==> config.mk <==
export PLATFORM = sky130hd
export DESIGN_NAME = scoreboard_ctl
export DESIGN_NICKNAME = d
export VERILOG_FILES = /design/src/rtl/sb_pkg.sv /design/src/rtl/sb_age_arb.sv /design/src/rtl/sb_fu_slot.sv /design/src/rtl/scoreboard_ctl.sv
export SDC_FILE = /design/constraint.sdc
export NUM_CORES = 1
export LEC_CHECK = 0
export BUFFER_PORTS_ARGS = -buffer_cell sky130_fd_sc_hd__buf_4
export CAP_MARGIN = 10
export CORE_MARGIN = 5
export CORE_UTILIZATION = 55
export DETAILED_ROUTE_END_ITERATION = 12
export PLACE_DENSITY = 0.76
export SYNTH_ARGS = -nofsm -noshare
export SYNTH_HDL_FRONTEND = slang
export SYNTH_SLANG_ARGS = --single-unit
==> constraint.sdc <==
create_clock -name clk_i -period 7.4 [get_ports clk_i]
set_clock_uncertainty 0.15 [all_clocks]
set_input_delay 0 -clock clk_i [delete_from_list [all_inputs] [get_ports clk_i]]
set_output_delay 0 -clock clk_i [all_outputs]
set_load 0.005 [all_outputs]
==> src/rtl/sb_pkg.sv <==
package sb_pkg;
  parameter int NFU  = 5;
  parameter int FUW  = 3;
  parameter int SEQW = $clog2(NFU) + 2;

  typedef enum logic [1:0] {PH_IDLE, PH_RD, PH_EX, PH_WB} phase_e;

  // a issued before b (modular sequence numbers, few in flight)
  function automatic logic seq_older(input logic [SEQW-1:0] a, input logic [SEQW-1:0] b);
    logic [SEQW-1:0] d;
    d = b - a;
    return (d != '0) && !d[SEQW-1];
  endfunction
endpackage

==> src/rtl/sb_age_arb.sv <==
module sb_age_arb import sb_pkg::*; (
  input  logic [NFU-1:0]           req_i,
  input  logic [NFU-1:0][SEQW-1:0] seq_i,
  output logic [NFU-1:0]           gnt_o
);
  always_comb begin
    for (int i = 0; i < NFU; i++) begin
      gnt_o[i] = req_i[i];
      for (int j = 0; j < NFU; j++)
        if (j != i && req_i[j] && seq_older(seq_i[j], seq_i[i])) gnt_o[i] = 1'b0;
    end
  end
endmodule

==> src/rtl/sb_fu_slot.sv <==
module sb_fu_slot import sb_pkg::*; #(
  parameter int RW  = 3,
  parameter int LAT = 1
) (
  input  logic            clk_i,
  input  logic            rst_ni,
  input  logic            iss_i,
  input  logic [RW-1:0]   iss_dst_i,
  input  logic [RW-1:0]   iss_src_j_i,
  input  logic [RW-1:0]   iss_src_k_i,
  input  logic            iss_rj_i,
  input  logic            iss_rk_i,
  input  logic [FUW-1:0]  iss_qj_i,
  input  logic [FUW-1:0]  iss_qk_i,
  input  logic [SEQW-1:0] iss_seq_i,
  input  logic            wb_any_i,
  input  logic [FUW-1:0]  wb_fu_i,
  input  logic            rd_gnt_i,
  input  logic            wb_gnt_i,
  output logic            busy_o,
  output logic            wait_rd_o,
  output logic            rd_req_o,
  output logic            done_o,
  output logic            ex_start_o,
  output logic [RW-1:0]   fi_o,
  output logic [RW-1:0]   fj_o,
  output logic [RW-1:0]   fk_o,
  output logic [SEQW-1:0] seq_o
);
  localparam int CW = $clog2(LAT + 1);

  phase_e         phase_q;
  logic [CW-1:0]  cnt_q;
  logic           first_q;
  logic           rj_q, rk_q;
  logic [FUW-1:0] qj_q, qk_q;
  logic           hit_j, hit_k;

  assign hit_j      = wb_any_i && (wb_fu_i == qj_q);
  assign hit_k      = wb_any_i && (wb_fu_i == qk_q);
  assign busy_o     = (phase_q != PH_IDLE);
  assign wait_rd_o  = (phase_q == PH_RD);
  assign rd_req_o   = wait_rd_o && (rj_q || hit_j) && (rk_q || hit_k);
  assign done_o     = (phase_q == PH_WB);
  assign ex_start_o = (phase_q == PH_EX) && first_q;

  always_ff @(posedge clk_i or negedge rst_ni) begin
    if (!rst_ni) begin
      phase_q <= PH_IDLE;
      cnt_q   <= '0;
      first_q <= 1'b0;
      rj_q    <= 1'b0;
      rk_q    <= 1'b0;
      qj_q    <= '0;
      qk_q    <= '0;
      fi_o    <= '0;
      fj_o    <= '0;
      fk_o    <= '0;
      seq_o   <= '0;
    end else if (iss_i) begin
      phase_q <= PH_RD;
      fi_o    <= iss_dst_i;
      fj_o    <= iss_src_j_i;
      fk_o    <= iss_src_k_i;
      rj_q    <= iss_rj_i;
      rk_q    <= iss_rk_i;
      qj_q    <= iss_qj_i;
      qk_q    <= iss_qk_i;
      seq_o   <= iss_seq_i;
    end else begin
      unique case (phase_q)
        PH_RD: begin
          if (rd_gnt_i) begin
            phase_q <= PH_EX;
            cnt_q   <= CW'(LAT);
            first_q <= 1'b1;
            rj_q    <= 1'b0;
            rk_q    <= 1'b0;
          end else begin
            if (hit_j) rj_q <= 1'b1;
            if (hit_k) rk_q <= 1'b1;
          end
        end
        PH_EX: begin
          first_q <= 1'b0;
          if (cnt_q == CW'(1)) phase_q <= PH_WB;
          else cnt_q <= cnt_q - CW'(1);
        end
        PH_WB: if (wb_gnt_i) phase_q <= PH_IDLE;
        default: ;
      endcase
    end
  end
endmodule

==> src/rtl/scoreboard_ctl.sv <==
module scoreboard_ctl import sb_pkg::*; #(
  parameter int NREG    = 8,
  parameter int RW      = $clog2(NREG),
  parameter int LAT_INT = 1,
  parameter int LAT_LS  = 2,
  parameter int LAT_ADD = 4,
  parameter int LAT_MUL = 10,
  parameter int LAT_DIV = 20
) (
  input  logic           clk_i,
  input  logic           rst_ni,
  input  logic           iss_valid_i,
  input  logic [FUW-1:0] iss_fu_i,
  input  logic [RW-1:0]  iss_dst_i,
  input  logic [RW-1:0]  iss_src_j_i,
  input  logic [RW-1:0]  iss_src_k_i,
  output logic           iss_accept_o,
  output logic [NFU-1:0] rd_grant_o,
  output logic [NFU-1:0] ex_start_o,
  output logic [NFU-1:0] wb_grant_o,
  output logic [RW-1:0]  wb_reg_o
);
  logic [NFU-1:0]           busy, wait_rd, rd_req, done, war_blk, wb_cand;
  logic [NFU-1:0][RW-1:0]   fi, fj, fk;
  logic [NFU-1:0][SEQW-1:0] seq;
  logic [NREG-1:0]          rs_vld_q;
  logic [FUW-1:0]           rs_fu_q [NREG];
  logic [SEQW-1:0]          seq_q;
  logic                     wb_any;
  logic [FUW-1:0]           wb_fu;
  logic                     fu_ok, rj_new, rk_new;

  // issue decision
  assign fu_ok        = (32'(iss_fu_i) < NFU);
  assign iss_accept_o = iss_valid_i && fu_ok && !busy[iss_fu_i] && !rs_vld_q[iss_dst_i];
  assign rj_new = !rs_vld_q[iss_src_j_i] || (wb_any && wb_fu == rs_fu_q[iss_src_j_i]);
  assign rk_new = !rs_vld_q[iss_src_k_i] || (wb_any && wb_fu == rs_fu_q[iss_src_k_i]);

  for (genvar g = 0; g < NFU; g++) begin : g_fu
    localparam int LAT_G = (g == 0) ? LAT_INT : (g == 1) ? LAT_LS :
                           (g == 2) ? LAT_ADD : (g == 3) ? LAT_MUL : LAT_DIV;
    sb_fu_slot #(.RW(RW), .LAT(LAT_G)) u_slot (
      .clk_i      (clk_i),
      .rst_ni     (rst_ni),
      .iss_i      (iss_accept_o && (iss_fu_i == FUW'(g))),
      .iss_dst_i  (iss_dst_i),
      .iss_src_j_i(iss_src_j_i),
      .iss_src_k_i(iss_src_k_i),
      .iss_rj_i   (rj_new),
      .iss_rk_i   (rk_new),
      .iss_qj_i   (rs_fu_q[iss_src_j_i]),
      .iss_qk_i   (rs_fu_q[iss_src_k_i]),
      .iss_seq_i  (seq_q),
      .wb_any_i   (wb_any),
      .wb_fu_i    (wb_fu),
      .rd_gnt_i   (rd_grant_o[g]),
      .wb_gnt_i   (wb_grant_o[g]),
      .busy_o     (busy[g]),
      .wait_rd_o  (wait_rd[g]),
      .rd_req_o   (rd_req[g]),
      .done_o     (done[g]),
      .ex_start_o (ex_start_o[g]),
      .fi_o       (fi[g]),
      .fj_o       (fj[g]),
      .fk_o       (fk[g]),
      .seq_o      (seq[g])
    );
  end

  // WAR hold: an older slot still has to read the old value of our destination
  always_comb begin
    for (int u = 0; u < NFU; u++) begin
      war_blk[u] = 1'b0;
      for (int v = 0; v < NFU; v++)
        if (v != u && wait_rd[v] && seq_older(seq[v], seq[u]) &&
            (fj[v] == fi[u] || fk[v] == fi[u]))
          war_blk[u] = 1'b1;
    end
    wb_cand = done & ~war_blk;
  end

  sb_age_arb u_rd_arb (.req_i(rd_req),  .seq_i(seq), .gnt_o(rd_grant_o));
  sb_age_arb u_wb_arb (.req_i(wb_cand), .seq_i(seq), .gnt_o(wb_grant_o));

  always_comb begin
    wb_any   = |wb_grant_o;
    wb_fu    = '0;
    wb_reg_o = '0;
    for (int u = 0; u < NFU; u++)
      if (wb_grant_o[u]) begin
        wb_fu    = FUW'(u);
        wb_reg_o = fi[u];
      end
  end

  // result status table and sequence counter
  always_ff @(posedge clk_i or negedge rst_ni) begin
    if (!rst_ni) begin
      rs_vld_q <= '0;
      seq_q    <= '0;
      for (int r = 0; r < NREG; r++) rs_fu_q[r] <= '0;
    end else begin
      if (wb_any) rs_vld_q[wb_reg_o] <= 1'b0;
      if (iss_accept_o) begin
        rs_vld_q[iss_dst_i] <= 1'b1;
        rs_fu_q[iss_dst_i]  <= iss_fu_i;
        seq_q               <= seq_q + SEQW'(1);
      end
    end
  end
endmodule

# --- Yosys cells after proc, flatten, opt, wreduce, memory -nomap -nowiden ---
# Cells that the tools add are included.
op_classes:
  addsub: 26
  order_cmp: 12
  n_eq_ne: 99
  mux: 180
  bitwise: 13
  n_reduce_logical: 270
op_table:
  columns: ["cell", "n"]
  rows:
  - ["$eq 3x3->1", 52]
  - ["$logic_and 1x1->1", 138]
  - ["$mux 1", 113]
  - ["$reduce_bool 5->1", 20]
  - ["$sub 5x5->5", 20]
  - ["$mux 3", 15]
  - ["$mux 2", 21]
  - ["$reduce_and 4->1", 9]
  - ["$ne 3x1->1 const B", 11]
  - ["$logic_or 1x1->1", 32]
  - ["$pmux 2 s3", 5]
  - ["$reduce_bool 2->1", 15]
  - ["$reduce_bool 3->1", 10]
  - ["$bwmux 24", 1]
  - ["$logic_not 1->1", 24]
  - ["$eq 2x2->1 const B", 10]
  - ["$lt 3x4->1 const B", 5]
  - ["$reduce_and 2->1", 10]
  - ["$reduce_bool 4->1", 5]
  - ["$bmux 3 s3", 2]
  - ["$mux 8", 2]
  - ["$reduce_and 3->1", 5]
  - ["$bmux 1 s3", 4]
  - ["$eq 2x1->1 const B", 6]
  - ["other kinds (36)", 65]
totals:
  register_bits: 177
  inputBits: 15
  out_inout_bits: 19
  elab_cells: 665

# --- Depth between registers and ports, before layout ---
# Gate-level depths: netlist of run 1.
logic_depth:
  depth_word: 33
  ltp_mapped: 22
  mapped_depth_nobuf: 19

# --- By module ---
# A second synthesis of run 1 with hierarchy kept.
hier_totals:
  cells_unflattened: 1940
  area_unflattened_um2: 18184.9
modules_own_cells:
  columns: ["module", "n_inst", "cells_each", "area_per_inst_um2", "seq_area_each_um2"]
  rows:
  - ["scoreboard_ctl", 1, 747, 6378.6, 925.9]
  - ["sb_age_arb", 2, 325, 2497.4, 0.0]
  - ["sb_fu_slot (g_fu[4].u_slot)", 1, 129, 1525.2, 750.7]
  - ["sb_fu_slot (g_fu[3].u_slot)", 1, 117, 1437.6, 725.7]
  - ["sb_fu_slot (g_fu[2].u_slot)", 1, 107, 1350.0, 700.7]
  - ["sb_fu_slot (g_fu[1].u_slot)", 1, 98, 1305.0, 675.6]
  - ["sb_fu_slot (g_fu[0].u_slot)", 1, 92, 1193.6, 650.6]

# --- Worst setup path after synthesis of run 1 ---
# No wires, ideal clock.
synth_timing:
  path_type: "register to register"
  startpoint: "register g_fu[0].u_slot.seq_o[3]"
  endpoint: "register g_fu[4].u_slot.first_q"
  arrival_ns: 4.848
  required_ns: 7.123
  path_slack_ns: 2.275
  stages_incl_launch_ff: 20
  path_buffers: 1
  synth_period_minus_slack_ns: 5.125
  path_cell_list: "dfrtp_1 inv_1 ha_1 xor2_1 nor4_1 or3_1 or3_1 o311a_1 a311o_1 or4_1 buf_2 clkinv_4 nor2_1 a221o_1 a41oi_1 o21ba_2 a221o_1 o21ai_2 and3_1 mux2_1"
synth_via:
  elab_chain_cells: 32
  word_cells_on_any_way: 165
synth_lines:
  columns: ["item", "line_no", "source"]
  rows:
  - ["start: declaration", "sb_fu_slot.sv:28", "output logic [SEQW-1:0] seq_o"]
  - ["start signal: assignment", "sb_fu_slot.sv:69", "seq_o <= iss_seq_i;"]
  - ["$sub 5x5->5", "sb_pkg.sv:11", "d = b - a;"]
  - ["$reduce_bool 5->1 / $logic_not 1->1 (equally long branches)", "sb_pkg.sv:12", "return (d != '0) && !d[SEQW-1];"]
  - ["$logic_and 1x1->1", "sb_pkg.sv:12", null]
  - ["$logic_and 1x1->1 (2 in series)", "scoreboard_ctl.sv:75", "if (v != u && wait_rd[v] && seq_older(seq[v], seq[u]) &&"]
  - ["$mux 1 (4 in series)", "scoreboard_ctl.sv:75", null]
  - ["$not 5->5", "scoreboard_ctl.sv:79", "wb_cand = done & ~war_blk;"]
  - ["$and 5x5->5", "scoreboard_ctl.sv:79", null]
  - ["$logic_and 1x1->1", "sb_age_arb.sv:10", "if (j != i && req_i[j] && seq_older(seq_i[j], seq_i[i])) gnt_o[i] = 1'b0;"]
  - ["[9 not listed]", null, null]
  - ["$logic_and 1x1->1", "sb_fu_slot.sv:39", "assign hit_j = wb_any_i && (wb_fu_i == qj_q);"]
  - ["$logic_or 1x1->1", "sb_fu_slot.sv:43", "assign rd_req_o = wait_rd_o && (rj_q || hit_j) && (rk_q || hit_k);"]
  - ["$logic_and 1x1->1 (2 in series)", "sb_fu_slot.sv:43", null]
  - ["$logic_and 1x1->1", "sb_age_arb.sv:10", null]
  - ["$mux 1 (3 in series)", "sb_age_arb.sv:10", null]
  - ["$mux 1 (*)", "sb_age_arb.sv:10", null]
  - ["$ne 2x1->1 (no line) (*)", null, null]
  - ["$reduce_and 3->1 (no line) (*)", null, null]
  - ["end signal: assignment", "sb_fu_slot.sv:51", "first_q <= 1'b0;"]
  - ["end signal: assignment", "sb_fu_slot.sv:76", "first_q <= 1'b1;"]
  - ["end signal: assignment", "sb_fu_slot.sv:85", "first_q <= 1'b0;"]
  - ["end: declaration", "sb_fu_slot.sv:34", "logic first_q;"]
# Mark *: on every way between the ends. The rest lies on a longest branch, timed or not.
# A chain may end at the register's enable or synchronous reset.

# --- Worst setup path after layout of run 1 ---
layout_timing:
  startpoint: "register g_fu[1].u_slot.seq_o[3]"
  endpoint: "output rd_grant_o[4]"
layout_via:
  elab_chain_cells: 30
  word_cells_on_any_way: 160
layout_lines:
  columns: ["item", "line_no", "source"]
  rows:
  - ["start: declaration", "sb_fu_slot.sv:28", null]
  - ["start signal: assignment", "sb_fu_slot.sv:69", null]
  - ["$sub 5x5->5", "sb_pkg.sv:11", null]
  - ["$reduce_bool 5->1 / $logic_not 1->1 (equally long branches)", "sb_pkg.sv:12", null]
  - ["$logic_and 1x1->1", "sb_pkg.sv:12", null]
  - ["$logic_and 1x1->1 (2 in series)", "scoreboard_ctl.sv:75", null]
  - ["$mux 1 (4 in series)", "scoreboard_ctl.sv:75", null]
  - ["$not 5->5", "scoreboard_ctl.sv:79", null]
  - ["$and 5x5->5", "scoreboard_ctl.sv:79", null]
  - ["$logic_and 1x1->1", "sb_age_arb.sv:10", null]
  - ["[5 not listed]", null, null]
  - ["$mux 3 (3 in series)", "scoreboard_ctl.sv:90", "if (wb_grant_o[u]) begin"]
  - ["$eq 3x3->1", "sb_fu_slot.sv:39", null]
  - ["$logic_and 1x1->1", "sb_fu_slot.sv:39", null]
  - ["$logic_or 1x1->1", "sb_fu_slot.sv:43", null]
  - ["$logic_and 1x1->1 (2 in series)", "sb_fu_slot.sv:43", null]
  - ["$logic_and 1x1->1", "sb_age_arb.sv:10", null]
  - ["$mux 1 (3 in series)", "sb_age_arb.sv:10", null]
  - ["$mux 1 (*)", "sb_age_arb.sv:10", null]
  - ["end: declaration", "scoreboard_ctl.sv:18", "output logic [NFU-1:0] rd_grant_o,"]
# Marks and branches as above.

==> flow_summary.json, run 1 <==
{
  "status": "finished clean",
  "grt_pass1_wl_um": 69200,
  "dp_cells": 1858,
  "cp-startpoint": "g_fu[1].u_slot.seq_o[3]$_DFFE_PN0P_",
  "layoutNonFillerInstCount": 1905,
  "final_core_util_pct": 59.1,
  "clkPwrFrac_pct": 48.5,
  "io_pins": 34,
  "dp_slack_ns": 0.999,
  "setup_slack_ns": 0.722,
  "path_class": "register to output port",
  "crit_path_max_fanout": 37,
  "antenna_found_initial": 0,
  "root_buffer": "clkbuf_16",
  "async_reset_ff_share_pct": 100,
  "dr.pass1.iters": 8,
  "drt_iter0_drc": 1399,
  "min_to": "seq_q[0]$_DFFE_PN0P_",
  "p_per_area_nw_per_um2": 130,
  "ys_warn_count": 0,
  "htreeDepth": 4,
  "tightestPinTransition_ns": 1.08,
  "route.detailed.drc": 0,
  "num-fill-cells": 2210,
  "yosys_most_used_dff": "dfrtp_1",
  "finalCritPeriodShare_pct": 90.2,
  "rrSetupSlack_ns": 0.88,
  "synth_top_cell_area_share_pct": 30.7,
  "clk_pin_slew_ns": 0.08,
  "start_util_pct": 55.6,
  "die_x_um": 172,
  "vias": 12211,
  "rr_endpoint": "g_fu[4].u_slot.first_q$_DFFE_PN0P_",
  "hpwl_um": 32400,
  "clock_path_buffers": 2,
  "rsz0062_at_grt": "false",
  "track_usage_pct": 30.4,
  "syn_area_per_cell_um2": 8.99,
  "cts_tree": "done",
  "synth_edf_count": 0,
  "crit_required_ns": 7.25,
  "switchingPower_uw": 545,
  "die_height_um": 172,
  "vias_per_cell": 6.41,
  "ys_top_cells_by_area": "dfrtp_1 (31%), ha_1 (9.4%), xor2_1 (6.2%)",
  "fin_nets": 1680,
  "pwr-share-comb_pct": 3.2,
  "cts_sinks": 177,
  "worst_skew_pair.late_latency_ns": 0.45,
  "synth_area_um2": 14400,
  "max_freq_mhz": 150,
  "dieArea_um2": 29600,
  "cp-start-kind": "register",
  "ys_seq_elements": 177,
  "switching_share_pct": 27.3,
  "worst_r2r_path_depth": 18,
  "min_path_type": "input pin to register",
  "worstPathArrival_ns": 6.53,
  "ys_types": 103,
  "p_leak_nw": 7.41,
  "synth_cells": 1607,
  "final_hold_viol_count": 0,
  "yosys.area.top_type": "dfrtp_1",
  "gp_congestion": 1.07,
  "whs_path_depth": 3,
  "p_seq_share_pct": 48.3,
  "end_kind": "output port",
  "reg2reg_from": "g_fu[1].u_slot.seq_o[3]$_DFFE_PN0P_",
  "hp-start": "iss_valid_i",
  "ys_seq_area_share_pct": 30.7,
  "routed_wl_um": 44100,
  "vdd_drop_max_v": 0.000104,
  "grt_max_degree": 72,
  "synth_nets": 1730,
  "grt-ovfl-total": 0,
  "setup_violations": 0,
  "slew_violations": 0,
  "p_int_mw": 1.45,
  "drive_gt1_share_pct": 12.7,
  "power_mw": 2.00,
  "core-area_um2": 26000,
  "period_needed_ns": 6.68,
  "diodes": 0,
  "grt_pass1_vias": 12023,
  "ant_nets": 0,
  "tns_ns": 0,
  "slew_headroom_pct": 27.7,
  "cts_buffers": 17,
  "wl_per_cell_um": 23.2,
  "drv_cap": 0,
  "cts_setup_buffers": 0,
  "rows": 59,
  "place.port_buffers": 33,
  "area_growth_pct": 6.43
}
-- area by class of cell --
| type | instances | area [µm²] | share of cell area (%) |
|---|---|---|---|
| Clock buffer | 17 | 425 | 2.77 |
| Clock inverter | 15 | 198 | 1.29 |
| Inverter | 80 | 310 | 2.02 |
| Multi-Input combinational cell | 1222 | 9090 | 59.2 |
| Sequential cell | 177 | 4430 | 28.8 |
| Tap cell | 335 | 419 | 2.73 |
| Timing Repair Buffer | 59 | 494 | 3.22 |
-- synth_stat cells, types with 11 or more instances --
| master | count |
|---|---|
| dfrtp_1 | 177 |
| nand2_1 | 163 |
| ha_1 | 108 |
| xor2_1 | 102 |
| o21ai_0 | 90 |
| clkbuf_1 | 76 |
| nor2_1 | 76 |
| inv_1 | 75 |
| mux2_2 | 61 |
| xnor2_1 | 57 |
| a21oi_1 | 52 |
| nor3_1 | 51 |
| nand3_1 | 34 |
| nor2b_1 | 25 |
| or3_1 | 25 |
| nand2b_1 | 24 |
| mux2i_1 | 22 |
| mux4_2 | 19 |
| a31oi_1 | 18 |
| buf_2 | 18 |
| buf_4 | 18 |
| and3_1 | 16 |
| nor4_1 | 15 |
| o211ai_1 | 15 |
| o31ai_1 | 15 |
| nand3b_1 | 14 |
| and2_1 | 13 |
| nand4_1 | 13 |
| a211oi_1 | 12 |
| o22ai_1 | 11 |
-- layout by cell type, fill, tap and decap left out, types with 25 or more instances in the layout --
master / count
or3_1: 25
xor2_1: 102
o21ai_0: 90
inv_1: 75
dfrtp_1: 177
nand3_1: 34
a21oi_1: 52
buf_4: 43
mux2_2: 61
nor2_1: 74
nor3_1: 51
ha_1: 108
nor2b_1: 25
nand2_1: 163
xnor2_1: 57
-- flip-flops by register name, indices dropped and copies added, names as in the netlist, 8 cells and up --
| signal | flops |
|---|---|
| g_fu.u_slot.cnt_q | 15 |
| g_fu.u_slot.fi_o | 15 |
| g_fu.u_slot.qk_q | 15 |
| g_fu.u_slot.qj_q | 15 |
| g_fu.u_slot.phase_q | 10 |
| g_fu.u_slot.fj_o | 15 |
| g_fu.u_slot.fk_o | 15 |
| g_fu.u_slot.seq_o | 25 |
| rs_vld_q | 8 |
| rs_fu_q | 24 |
-- cell families (layout without fill, tap and decap cells) --
logic type	count (synthesis)	count (layout)	synth area share [%]
AO/OA/AOI/OAI	329	329	15.7
XOR/XNOR	162	162	9.98
adder cells (fa/ha/maj)	108	108	9.36
buffers and inverters	208	171	6.39
flip-flops	177	177	30.7
multiplexers	103	103	9.32
AND/OR/NAND/NOR	520	520	18.5
-- metrics by stage --
step	area [µm²]	hold WS, ns
after floorplan	14400	-0.446
after global placement	14600	-0.193
after detailed placement	14600	-0.194
after CTS	15400	0.135
after global routing	15400	0.164
final	15400	0.165
-- worst max-delay path, stage by stage (launching register included) --
cell      delay [ns]
dfrtp_1         0.46
inv_1           0.17
ha_1            0.41
or3_1           0.39
or3_1           0.31
a31oi_1         0.22
or3_1           0.22
o22ai_1         0.16
a311o_1         0.40
or4_1           0.90
clkinv_4        0.38
a21oi_1         0.18
a32oi_1         0.35
nand3_1         0.16
and3_1          0.26
a221o_1         0.41
or2_0           0.36
inv_1           0.19
buf_4           0.14
-- worst max path at each step --
stage,endpoint,cells past startpoint
after global placement,g_fu[4].u_slot.first_q$_DFFE_PN0P_,18
after floorplan,g_fu[4].u_slot.first_q$_DFFE_PN0P_,19
after detailed placement,g_fu[4].u_slot.first_q$_DFFE_PN0P_,18
after CTS,rd_grant_o[4],18
final,rd_grant_o[4],18
after global routing,rd_grant_o[4],18
-- power groups by stage --
stage	Sequential, mW	Clock (mW)	Combinational [mW]
floorplan	0.986	0	0.0182
global placement	0.986	0	0.0553
detailed placement	0.986	0	0.0564
CTS	0.966	0.975	0.0640
global route	0.966	1.01	0.0693
finish	0.966	0.969	0.0639
-- layer usage --
layer	part of all wire, %	GRT usage (%)
met3	8.0	4.85
met2	46	48.7
met4	6.0	17.1
met1	40	39.3
met5	0	0
-- repair_timing --
action / in CTS / in global routing
hold buffers: 15 / 0
resized for setup: 0 / 0
hold endpoints to repair: 127 / 0
(Power assumes the default switching activity.)
==> run 2: changes to the inputs <==
CORE_UTILIZATION = 65   (was 55)
PLACE_DENSITY = 0.87   (was 0.76)
==> run 2 against run 1 <==
  * Power down 1.0%
  * Sequential power about the same
  * Non-clock buffer count shrank 3
  * Via count rose by 4.0%
  * Final area fell by 0.64%
  * Final cell count decreased by 3.0%
  * Sequential share of layout area increased by 0.18 points
  * Routed wire length increased by 1.9%
  * Register-to-register slack got worse by 0.27 ns
  * Die area shrank 15%
  * Global-route usage grew 4.5 points
  * Largest cell class unchanged
==> flow_summary.json, run 2 (synthesized netlist as in run 1, its figures left out) <==
{
  "cp-start-kind": "register",
  "rr_endpoint": "g_fu[4].u_slot.first_q$_DFFE_PN0P_",
  "track_usage_pct": 34.9,
  "top_regs": "g_fu.u_slot.seq_o x25, rs_fu_q x24",
  "drt_iter0_drc": 1445,
  "vias_per_cell": 6.88,
  "die_height_um": 159,
  "largest-register": "g_fu.u_slot.seq_o",
  "crit_path_max_fanout": 37,
  "area_growth_pct": 5.75,
  "grt-ovfl-total": 0,
  "cts_tree": "done",
  "post_cts_resize_count": 0,
  "root_buffer": "clkbuf_16",
  "setup_violations": 0,
  "drv_cap": 0,
  "vdd_drop_max_v": 0.000143,
  "routed_wl_um": 45000,
  "worst_skew_pair.late_latency_ns": 0.45,
  "start_util_pct": 66.2,
  "cts_buffers": 17,
  "end_kind": "output port",
  "layoutNonFillerInstCount": 1847,
  "gp_congestion": 1.01,
  "dp_cells": 1802,
  "dr.pass1.iters": 6,
  "finalCritPeriodShare_pct": 93.6,
  "wl_per_cell_um": 24.4,
  "grt_pass1_wl_um": 70800,
  "status": "finished clean",
  "clock_path_buffers": 2,
  "path_delay_family": "simple AND/OR/NAND/NOR gates",
  "grt_pass1_vias": 12613,
  "antenna_found_initial": 0,
  "core-area_um2": 21800,
  "period_needed_ns": 6.93,
  "hpwl_um": 32400,
  "place.port_buffers": 33,
  "clk_pin_slew_ns": 0.09,
  "cpPeakStageDelay_ns": 0.71,
  "die_x_um": 159,
  "largest_reg_flops": 25,
  "min_path_type": "input pin to asynchronous set/reset pin",
  "tns_ns": 0,
  "path_buf_inv": 4,
  "power_mw": 1.98,
  "rsz0062_at_grt": "false",
  "diodes": 0,
  "path_class": "register to output port",
  "tightestPinTransition_ns": 1.07,
  "cp_cell_sequence": "inv_1 -> ha_1 -> or2_2 -> a211oi_1 -> or3_1 -> a21oi_1 -> and4bb_2 -> nor4b_1 -> or4_1 -> clkinv_4 -> a21oi_1 -> a31oi_1 -> o41ai_1 -> o2111ai_1 -> a221o_1 -> or2_0 -> inv_1 -> buf_4",
  "num-fill-cells": 1600,
  "fin_nets": 1677,
  "final_hold_viol_count": 0,
  "p_per_area_nw_per_um2": 130,
  "crit_required_ns": 7.25,
  "max_freq_mhz": 144,
  "worst_r2r_path_depth": 18,
  "cts_sinks": 177,
  "cts_hold_buf": 13,
  "slew_violations": 0,
  "rows": 54,
  "drive_gt1_share_pct": 12.6,
  "reg2reg_from": "g_fu[0].u_slot.seq_o[3]$_DFFE_PN0P_",
  "final_common_cell": "dfrtp_1",
  "route.detailed.drc": 0,
  "grt_max_degree": 104,
  "ant_nets": 0,
  "dieArea_um2": 25300,
  "layout_common_cells": "dfrtp_1 (177), nand2_1 (163), ha_1 (108)",
  "slew_headroom_pct": 28.3,
  "vias": 12704,
  "io_pins": 34,
  "rrSetupSlack_ns": 0.61,
  "htreeDepth": 4,
  "crit_path_top_delay_cell": "or4_1",
  "cts_setup_buffers": 0,
  "p_leak_nw": 7.39,
  "worstPathArrival_ns": 6.78
}
run 2: layout make-up:
type	instances	area [µm²]	share of cell area, %
clock inverter	15	206	1.35
inverter	80	310	2.03
sequential	177	4430	29.0
clock buffer	17	425	2.79
timing repair buffer	56	457	2.99
tap	280	350	2.29
multi-input combinational	1222	9090	59.5
run 2: how the worst max path moves through the flow:
stage	to	cells past startpoint	startpoint
finish	rd_grant_o[4]	18	g_fu[0].u_slot.seq_o[3]$_DFFE_PN0P_
global placement	g_fu[4].u_slot.first_q$_DFFE_PN0P_	18	g_fu[1].u_slot.seq_o[3]$_DFFE_PN0P_
CTS	rd_grant_o[4]	18	g_fu[0].u_slot.seq_o[3]$_DFFE_PN0P_
detailed placement	g_fu[4].u_slot.first_q$_DFFE_PN0P_	18	g_fu[0].u_slot.seq_o[3]$_DFFE_PN0P_
floorplan	g_fu[4].u_slot.first_q$_DFFE_PN0P_	19	g_fu[0].u_slot.seq_o[3]$_DFFE_PN0P_
global route	rd_grant_o[4]	18	g_fu[0].u_slot.seq_o[3]$_DFFE_PN0P_
run 2: worst reg2reg max path: cells and delay by family (launching register included):
kind / cells / cell delay, ns
mux: 1 / 0.31
compound gates: 8 / 2.55
simple gates: 6 / 2.09
flops: 1 / 0.51
buf+inv: 2 / 0.65
fa+ha+maj: 1 / 0.42
run 2: layer usage:
layer	vias to the layer above	share of wire, %	wire [µm]	global-route usage (%)
met2	789	46	20500	54.9
met5	-	0	0	0
met3	228	9.9	4450	7.33
li1	5576	-	-	-
met4	0	7.1	3220	22.0
met1	6111	37	16800	43.8
run 2: metrics by stage:
| stage | instance area (µm²) | hold slack [ns] | worst slack, ns | util [%] |
|---|---|---|---|---|
| floorplan | 14400 | -0.446 | 2.27 | - |
| global placement | 14500 | 0.0211 | 0.957 | 66.5 |
| detailed placement | 14500 | 0.0263 | 0.851 | 66.5 |
| CTS | 15300 | 0.101 | 0.692 | 70.0 |
| global route | 15300 | 0.177 | 0.231 | 70.0 |
| finish | 15300 | 0.117 | 0.474 | 70.0 |
run 2: power by group:
| group | switching (mW) | internal (mW) |
|---|---|---|
| registers | 0 | 0.966 |
| logic | 0.0435 | 0.0181 |
| clock network | 0.487 | 0.464 |
| total | 0.530 | 1.45 |
